## config.mk

```make
export PLATFORM = sky130hd
export DESIGN_NAME = irqdet_status_top
export DESIGN_NICKNAME = d
export VERILOG_FILES = /design/src/rtl/irqdet_pkg.sv /design/src/rtl/evt_status_bank.sv /design/src/rtl/irq_mask_unit.sv /design/src/rtl/card_det_track.sv /design/src/rtl/irqdet_status_top.sv
export SDC_FILE = /design/constraint.sdc
export NUM_CORES = 1
export LEC_CHECK = 0
export BUFFER_PORTS_ARGS = -buffer_cell sky130_fd_sc_hd__buf_2
export CELL_PAD_IN_SITES_DETAIL_PLACEMENT = 0
export CELL_PAD_IN_SITES_GLOBAL_PLACEMENT = 1
export CORE_ASPECT_RATIO = 1.5
export CORE_UTILIZATION = 41
export CTS_CLUSTER_DIAMETER = 60
export CTS_CLUSTER_SIZE = 10
export DETAILED_ROUTE_END_ITERATION = 10
export GPL_TIMING_DRIVEN = 0
export PLACE_DENSITY = 0.93
export SYNTH_ARGS = -nofsm -noshare
export SYNTH_HDL_FRONTEND = slang
export SYNTH_SLANG_ARGS = --single-unit
```

## constraint.sdc

```tcl
create_clock -name clk -period 2.92 [get_ports clk]
set_clock_uncertainty 0.2 [all_clocks]
set_input_delay 0.876 -clock clk [delete_from_list [all_inputs] [get_ports clk]]
set_output_delay 0.876 -clock clk [all_outputs]
set_load 0.01 [all_outputs]
```

## src/rtl/irqdet_pkg.sv

```systemverilog
package irqdet_pkg;

  localparam int STAT_W = 16;
  localparam int MASK_W = 15;

  typedef logic [STAT_W-1:0] stat_t;

  typedef enum logic [1:0] {
    SEL_STATUS = 2'd0,
    SEL_MASK   = 2'd1,
    SEL_DETCFG = 2'd2,
    SEL_NONE   = 2'd3
  } sel_e;

  // clear first, then OR in sets: sets win on a shared bit
  function automatic stat_t merge_events(stat_t cur, stat_t clr, stat_t set);
    return (cur & ~clr) | set;
  endfunction

  function automatic stat_t widen_mask(logic [MASK_W-1:0] m);
    return {{(STAT_W-MASK_W){1'b0}}, m};
  endfunction

  function automatic logic any_pending(stat_t s, stat_t m);
    return |(s & m);
  endfunction

  function automatic stat_t pack_detcfg(logic wake, logic en, int unsigned wb, int unsigned eb);
    stat_t v;
    v = '0;
    v[wb] = wake;
    v[eb] = en;
    return v;
  endfunction

endpackage

```

## src/rtl/evt_status_bank.sv

```systemverilog
module evt_status_bank
  import irqdet_pkg::*;
#(
  parameter int INS_BIT = 1
) (
  input  logic  clk,
  input  logic  rst_n,
  input  stat_t set_vec,
  input  logic  ins_evt,
  input  stat_t clr_vec,
  output stat_t status_q
);

  stat_t set_all;
  stat_t status_d;

  always_comb begin
    set_all  = set_vec | (stat_t'(ins_evt) << INS_BIT);
    status_d = merge_events(status_q, clr_vec, set_all);
  end

  always_ff @(posedge clk or negedge rst_n) begin
    if (!rst_n) status_q <= '0;
    else        status_q <= status_d;
  end

endmodule

```

## src/rtl/irq_mask_unit.sv

```systemverilog
module irq_mask_unit
  import irqdet_pkg::*;
(
  input  logic              clk,
  input  logic              rst_n,
  input  logic              mask_we,
  input  logic [MASK_W-1:0] mask_wdata,
  input  stat_t             status_q,
  output stat_t             mask_full,
  output logic              irq_q
);

  logic [MASK_W-1:0] mask_q;

  assign mask_full = widen_mask(mask_q);

  always_ff @(posedge clk or negedge rst_n) begin
    if (!rst_n) begin
      mask_q <= '0;
      irq_q  <= 1'b0;
    end else begin
      if (mask_we) mask_q <= mask_wdata;
      irq_q <= any_pending(status_q, mask_full);
    end
  end

endmodule

```

## src/rtl/card_det_track.sv

```systemverilog
module card_det_track #(
  parameter int SYNC_STAGES = 2,
  parameter bit DET_INIT    = 1'b0
) (
  input  logic clk,
  input  logic rst_n,
  input  logic det_raw,
  input  logic cfg_we,
  input  logic cfg_wake,
  input  logic cfg_en,
  output logic det_sync,
  output logic det_state,
  output logic cover_q,
  output logic ins_evt,
  output logic wake_en,
  output logic det_en
);

  logic [SYNC_STAGES-1:0] chain;
  logic                   lvl_change;

  generate
    if (SYNC_STAGES == 1) begin : g_one
      always_ff @(posedge clk or negedge rst_n) begin
        if (!rst_n) chain <= DET_INIT;
        else        chain <= det_raw;
      end
    end else begin : g_many
      always_ff @(posedge clk or negedge rst_n) begin
        if (!rst_n) chain <= {SYNC_STAGES{DET_INIT}};
        else        chain <= {chain[SYNC_STAGES-2:0], det_raw};
      end
    end
  endgenerate

  assign det_sync   = chain[SYNC_STAGES-1];
  assign lvl_change = det_sync ^ det_state;
  assign ins_evt    = det_sync & ~det_state;

  always_ff @(posedge clk or negedge rst_n) begin
    if (!rst_n) begin
      det_state <= DET_INIT;
      cover_q   <= DET_INIT;
      wake_en   <= 1'b0;
      det_en    <= 1'b0;
    end else begin
      if (lvl_change) begin
        det_state <= det_sync;
        cover_q   <= det_sync;
      end
      if (cfg_we) begin
        wake_en <= cfg_wake;
        det_en  <= cfg_en;
      end
    end
  end

endmodule

```

## src/rtl/irqdet_status_top.sv

```systemverilog
module irqdet_status_top
  import irqdet_pkg::*;
#(
  parameter int SYNC_STAGES = 2,
  parameter bit DET_INIT    = 1'b0,
  parameter int INS_BIT     = 1,
  parameter int WAKE_WR_BIT = 9,
  parameter int EN_WR_BIT   = 2,
  parameter int WAKE_RD_BIT = 2,
  parameter int EN_RD_BIT   = 0
) (
  input  logic              clk,
  input  logic              rst_n,
  input  logic [STAT_W-1:0] set_vec,
  input  logic              wr_en,
  input  logic [1:0]        wr_sel,
  input  logic [STAT_W-1:0] wr_data,
  input  logic [1:0]        rd_sel,
  output logic [STAT_W-1:0] rd_data,
  input  logic              card_det_i,
  output logic              cover_o,
  output logic              wake_en_o,
  output logic              det_en_o,
  output logic              irq_o
);

  stat_t status_q;
  stat_t mask_full;
  stat_t clr_vec;
  logic  stat_we, mask_we, cfg_we;
  logic  det_sync, det_state, ins_evt;

  always_comb begin
    stat_we = wr_en && (sel_e'(wr_sel) == SEL_STATUS);
    mask_we = wr_en && (sel_e'(wr_sel) == SEL_MASK);
    cfg_we  = wr_en && (sel_e'(wr_sel) == SEL_DETCFG);
    clr_vec = stat_we ? wr_data : '0;
  end

  evt_status_bank #(.INS_BIT(INS_BIT)) u_bank (
    .clk      (clk),
    .rst_n    (rst_n),
    .set_vec  (set_vec),
    .ins_evt  (ins_evt),
    .clr_vec  (clr_vec),
    .status_q (status_q)
  );

  irq_mask_unit u_mask (
    .clk        (clk),
    .rst_n      (rst_n),
    .mask_we    (mask_we),
    .mask_wdata (wr_data[MASK_W-1:0]),
    .status_q   (status_q),
    .mask_full  (mask_full),
    .irq_q      (irq_o)
  );

  card_det_track #(.SYNC_STAGES(SYNC_STAGES), .DET_INIT(DET_INIT)) u_det (
    .clk       (clk),
    .rst_n     (rst_n),
    .det_raw   (card_det_i),
    .cfg_we    (cfg_we),
    .cfg_wake  (wr_data[WAKE_WR_BIT]),
    .cfg_en    (wr_data[EN_WR_BIT]),
    .det_sync  (det_sync),
    .det_state (det_state),
    .cover_q   (cover_o),
    .ins_evt   (ins_evt),
    .wake_en   (wake_en_o),
    .det_en    (det_en_o)
  );

  always_comb begin
    case (sel_e'(rd_sel))
      SEL_STATUS: rd_data = status_q;
      SEL_MASK:   rd_data = mask_full;
      SEL_DETCFG: rd_data = pack_detcfg(wake_en_o, det_en_o, WAKE_RD_BIT, EN_RD_BIT);
      default:    rd_data = '0;
    endcase
  end

endmodule

```

==> flow_metrics.tcl, run 1 <==
set metrics [dict create \
    viasPerCell 5.09 \
    placement_rows 28 \
    critical_path_class "in -> out" \
    fin_ws_ps 147 \
    cp_max_fo 10 \
    maxSlewViolCount 0 \
    final_nets 246 \
    cts-htree-levels 2 \
    holdPathEnd "u_det.chain[1]" \
    yosysUniqueCellTypes 25 \
    async_flop_share 1.00 \
    avgSynthCellArea_um2 12.2 \
    clk_pin_slew_ps 70 \
    worstPathCellList "clkbuf_4 -> buf_6 -> mux2i_1 -> nor2_1 -> buf_2" \
    synthTopCellsByArea "dfrtp_1 54%, mux2_2 12%, mux2i_1 8.8%" \
    dr.pass1.iters 4 \
    crit_family "buffers and inverters" \
    io_buffers 57 \
    yosys_warnings 0 \
    start_kind "input pin" \
    drc 0 \
    whs_ps 154 \
    ys_seq_area_frac 0.540 \
    required_ps 1840 \
    drtAntennaViolNets 0 \
    design.core.area_mm2 0.00396 \
    clock-sinks 37 \
    grt_overflow 0 \
    crit_buf_inv 3 \
    hold_start "u_det.chain[0]" \
    grt_pass1_vias 1318 \
    grt_usage 0.192 \
    critPathCaptureType "primary output" \
    timing.fmax_ghz 0.361 \
    status "complete, no violations" \
    leakage_uw 0.00101 \
    grt_start_max_net_pins 38 \
    initial_utilization 0.433 \
    pre_cts_ws_ps -13.9 \
    p_total_uw 1200 \
    cts_buffers 5 \
    tns_ps 0 \
    syn-num-nets 182 \
    synth_top_area_frac 0.540 \
    num_vias 1278 \
    diodes 0 \
    cts_tree "built" \
    first_iter_violations 10 \
    final_hold_viol_count 0 \
    drt-wirelength-per-cell_um 14.1 \
    powerDensity_mw_per_mm2 557 \
    syn_inst 141 \
    min_path_type "reg -> reg" \
    synth_ff_type "dfrtp_1" \
    final.min_clock_period_ps 2770 \
    drive_gt1_frac 0.432 \
    yosys.area.top_type "dfrtp_1" \
    slowest_delay_ps 220 \
    grt_pass1_wl_um 5960 \
    die_area_mm2 0.00445 \
    drv_cap 0 \
    die_y_um 81.2 \
    synth_edf_count 0 \
    clock-root-buffer "clkbuf_8" \
    final_cell_mix "57 x buf_2, 37 x dfrtp_1, 18 x nand2_1, 18 x mux2_2" \
    hpwl_um 2700 \
    hold_buffers 0 \
    regToRegEndpoint "u_mask.irq_q" \
    rsz0062_at_grt "no" \
    synth_area_mm2 0.00172 \
    wirelength_um 3540 \
    critPathSlowestCell "mux2i_1" \
    r2r_slack_ps 1570 \
    critPathArrivalTime_ps 1700 \
    final_common_cell "buf_2" \
    clock_path_buffers 2 \
    finalCritPeriodShare 0.950 \
    syn2layout_area_growth_pct 25.2 \
    final_area_mm2 0.00215 \
    dpl_cell_area_mm2 0.00206 \
    r2r-start "u_bank.status_q[7]" \
    ys_ff_latch 37 \
    worstRegToRegCells 3 \
    gp_congestion 0.802 \
    fp.dieW_um 54.8 \
    cts_setup_buffers 0 \
    maxSlewHeadroom 0.466 \
    antenna_found_initial 0 \
    worst_pin_slew_ps 800 \
    finalSetupViolations 0 \
    top_level_ports 60 \
    vdd_drop_max_uv 344 \
    whs_path_depth 0 \
    clkLatencyLatePin_ps 290 \
]
[how the worst max path moves through the flow]
stage                          from     endpoint  slack [ps]  cells after the start
after floorplan           rd_sel[0]  rd_data[15]         280                      3
after global placement    rd_sel[1]  rd_data[11]         -30                      4
after detailed placement  rd_sel[1]  rd_data[11]         -10                      4
after CTS                 rd_sel[0]   rd_data[6]          20                      5
after global routing      rd_sel[1]   rd_data[0]          10                      5
final                     rd_sel[0]   rd_data[6]         150                      5
[layout make-up]
class                   count  area, µm²
plain buffers               6       50.0
repair buffers             57        285
well taps                  45       56.3
inverters                   1       3.75
clock buffers               6       72.6
multi-input cells          97        743
flip-flops and latches     37        926
clock inverters             2       10.0
fillers                   375       1810
[flip-flops by register name (all words and copies together), names as in the netlist]
register	cells
u_det.det_state	1
u_mask.mask_q	15
u_bank.status_q	16
u_det.wake_en	1
u_det.det_en	1
u_det.chain	2
u_mask.irq_q	1
[per-stage QoR]
| step | utilization | cells |
|---|---|---|
| 2_1_floorplan | - | 141 |
| 3_3_place_gp | 0.520 | 243 |
| 3_5_place_dp | 0.520 | 243 |
| 4_1_cts | 0.541 | 251 |
| 5_1_grt | 0.542 | 251 |
| 6_report | 0.542 | 251 |
[cell usage after synthesis, types with 2 or more instances]
cell type,n
nor2_1,13
o21ai_0,2
a22oi_1,4
mux2i_1,15
clkbuf_1,2
dfrtp_1,37
a21o_1,15
buf_6,2
mux2_2,18
nand2_1,18
[kinds of logic after synthesis]
logic type                 after synthesis  share of synthesized area
and+or+nand+nor                         38                      0.110
AOI/OAI and AO/OA                       25                      0.110
adders and majority gates                1                    0.00729
DFF                                     37                      0.540
buffers and inverters                    7                     0.0270
muxes                                   33                      0.206
[report_power, final]
group | leakage (µW) | internal, µW | switching (µW)
logic | 0.000575 | 132 | 111
registers | 0.000391 | 574 | 43.3
clock network | 0.0000450 | 165 | 171
total | 0.00101 | 871 | 326
[routing by layer]
layer / vias up / track usage / routed length, µm
met5: - / 0 / 0
met4: 0 / 0.0769 / 61
met3: 7 / 0.0655 / 188
met2: 36 / 0.306 / 1860
met1: 610 / 0.230 / 1430
li1: 625 / - / -
[worst register-to-register path, delay by kind of cell (launching register included)]
kind,cells,cell delay (ps)
AOI/OAI and AO/OA,1,350
and+or+nand+nor,2,290
DFF,1,400
[what timing repair did]
| item | 4_1_cts | 5_1_grt |
|---|---|---|
| resized for setup | 1 | 2 |
| endpoints found under the setup margin | 6 | 3 |
| hold endpoints to repair | 0 | 0 |
(Power assumes the default switching activity.)
==> inputs of run 2 (changes only) <==
Settings changed: CORE_UTILIZATION 41 to 37, PLACE_DENSITY 0.93 to 0.86.
==> flow_metrics.tcl, run 2 (synthesis results as in run 1) <==
set metrics [dict create \
    violations "DRC" \
    cp_max_fo 10 \
    start_kind "input pin" \
    wirelength_um 3710 \
    drc 7 \
    finalCritPeriodShare 0.965 \
    final_common_cell "buf_2" \
    final_nets 246 \
    grt_usage 0.160 \
    timing.fmax_ghz 0.355 \
    multiInputGateArea_um2 743 \
    critPathArrivalTime_ps 1740 \
    clkLatencyLatePin_ps 290 \
    status "complete, but fails checks" \
    drt-wirelength-per-cell_um 14.6 \
    cts-htree-levels 2 \
    topRoutingLayerUsed "met4" \
    largest_reg_flops 16 \
    wl_met2_um 2030 \
    grt_pass1_wl_um 5900 \
    diodes 0 \
    clock_path_buffers 2 \
    whs_ps 150 \
    final.min_clock_period_ps 2820 \
    fin_cells 254 \
    io_buffers 57 \
    fillers 445 \
    design.core.area_mm2 0.00450 \
    final_cell_mix "58 x buf_2, 37 x dfrtp_1, 18 x nand2_1, 18 x mux2_2" \
    syn2layout_area_growth_pct 25.5 \
    num_vias 1290 \
    clk_pin_slew_ps 70 \
    final_hold_viol_count 0 \
    antenna_found_initial 0 \
    min_path_type "reg -> reg" \
    drive_gt1_frac 0.432 \
    dr.pass1.iters 8 \
    regArea_um2 926 \
    grt_overflow 0 \
    vdd_drop_max_uv 288 \
    placement_rows 30 \
    grt_start_max_net_pins 38 \
    top_level_ports 60 \
    powerDensity_mw_per_mm2 562 \
    largestRegisters "u_bank.status_q: 16 flops, u_mask.mask_q: 15 flops, u_det.chain: 2 flops" \
    dr_wl_met3_um 141 \
    critical_path_class "in -> out" \
    dp.cells 246 \
    grt_pass1_vias 1271 \
    drv_cap 0 \
    leakage_uw 0.00100 \
    die_y_um 85.4 \
    viasPerCell 5.08 \
    final_area_mm2 0.00215 \
    critPathCaptureType "primary output" \
    clock-root-buffer "clkbuf_8" \
    hpwl_um 2780 \
    hold_buffers 0 \
    cts_buffers 5 \
    worst_pin_slew_ps 821 \
    required_ps 1840 \
    p_total_uw 1210 \
    drtAntennaViolNets 0 \
    r2r_slack_ps 1520 \
    cts_tree "built" \
    die_area_mm2 0.00492 \
    rsz0062_at_grt "no" \
    finalSetupViolations 0 \
    first_iter_violations 40 \
    largest_register "u_bank.status_q" \
    maxSlewHeadroom 0.453 \
    maxSlewViolCount 0 \
    dpl_cell_area_mm2 0.00206 \
    clock-sinks 37 \
    met1Wirelength_um 1490 \
    initial_utilization 0.381 \
    fp.dieW_um 57.6 \
    gp_congestion 0.754 \
]
run 2: changes by cell type in the layout (fill, tap and decap cells not counted), sizes merged:
| cell | change |
|---|---|
| buf | +1 |
| clkbuf | -1 |
| clkinv | -2 |
| clkinvlp | +2 |
run 2: layer usage:
layer	GRT usage	vias to the layer above
met5	0	-
met4	0.0665	0
met3	0.0274	4
met2	0.285	35
met1	0.185	626
li1	-	625
run 2: cell type report:
cell class	count	area share
timing repair buffer	57	0.132
clock buffer	6	0.0337
sequential	37	0.430
buffer	6	0.0221
multi-input combinational	97	0.345
inverter	1	0.00174
clock inverter	2	0.00697
tap	48	0.0279
run 2: worst paths after layout:
check / startpoint / end / cells past startpoint
max: rd_sel[0] / rd_data[9] / 5
min: u_det.chain[0] / u_det.chain[1] / 0
max reg2reg: u_bank.status_q[7] / u_mask.irq_q / 3
min reg2reg: u_det.chain[0] / u_det.chain[1] / 0
max in group asynchronous: rst_n / u_mask.mask_q[12] / 1
min in group asynchronous: rst_n / u_bank.status_q[2] / 1
run 2: critical path: stages:
cell     delay [ps]
buf_2           240
buf_6           210
mux2i_1         200
nor2_1           70
buf_2           140
run 2: through the flow:
| stage | TNS (ps) | utilization | setup WS, ps |
|---|---|---|---|
| 2_1_floorplan | 0 | - | 283 |
| 3_3_place_gp | -374 | 0.458 | -75.1 |
| 3_5_place_dp | -490 | 0.458 | -85.1 |
| 4_1_cts | 0 | 0.477 | 36.1 |
| 5_1_grt | 0 | 0.478 | 15.4 |
| 6_report | 0 | 0.478 | 101 |
run 2: power by group:
group | switching, µW | internal, µW
Combinational | 111 | 131
Sequential | 43.8 | 574
Clock | 182 | 168
run 2: what timing repair did:
item                       CTS  global route
setup buffers                0             0
gates resized for setup      1             1
setup endpoints to repair   10             6
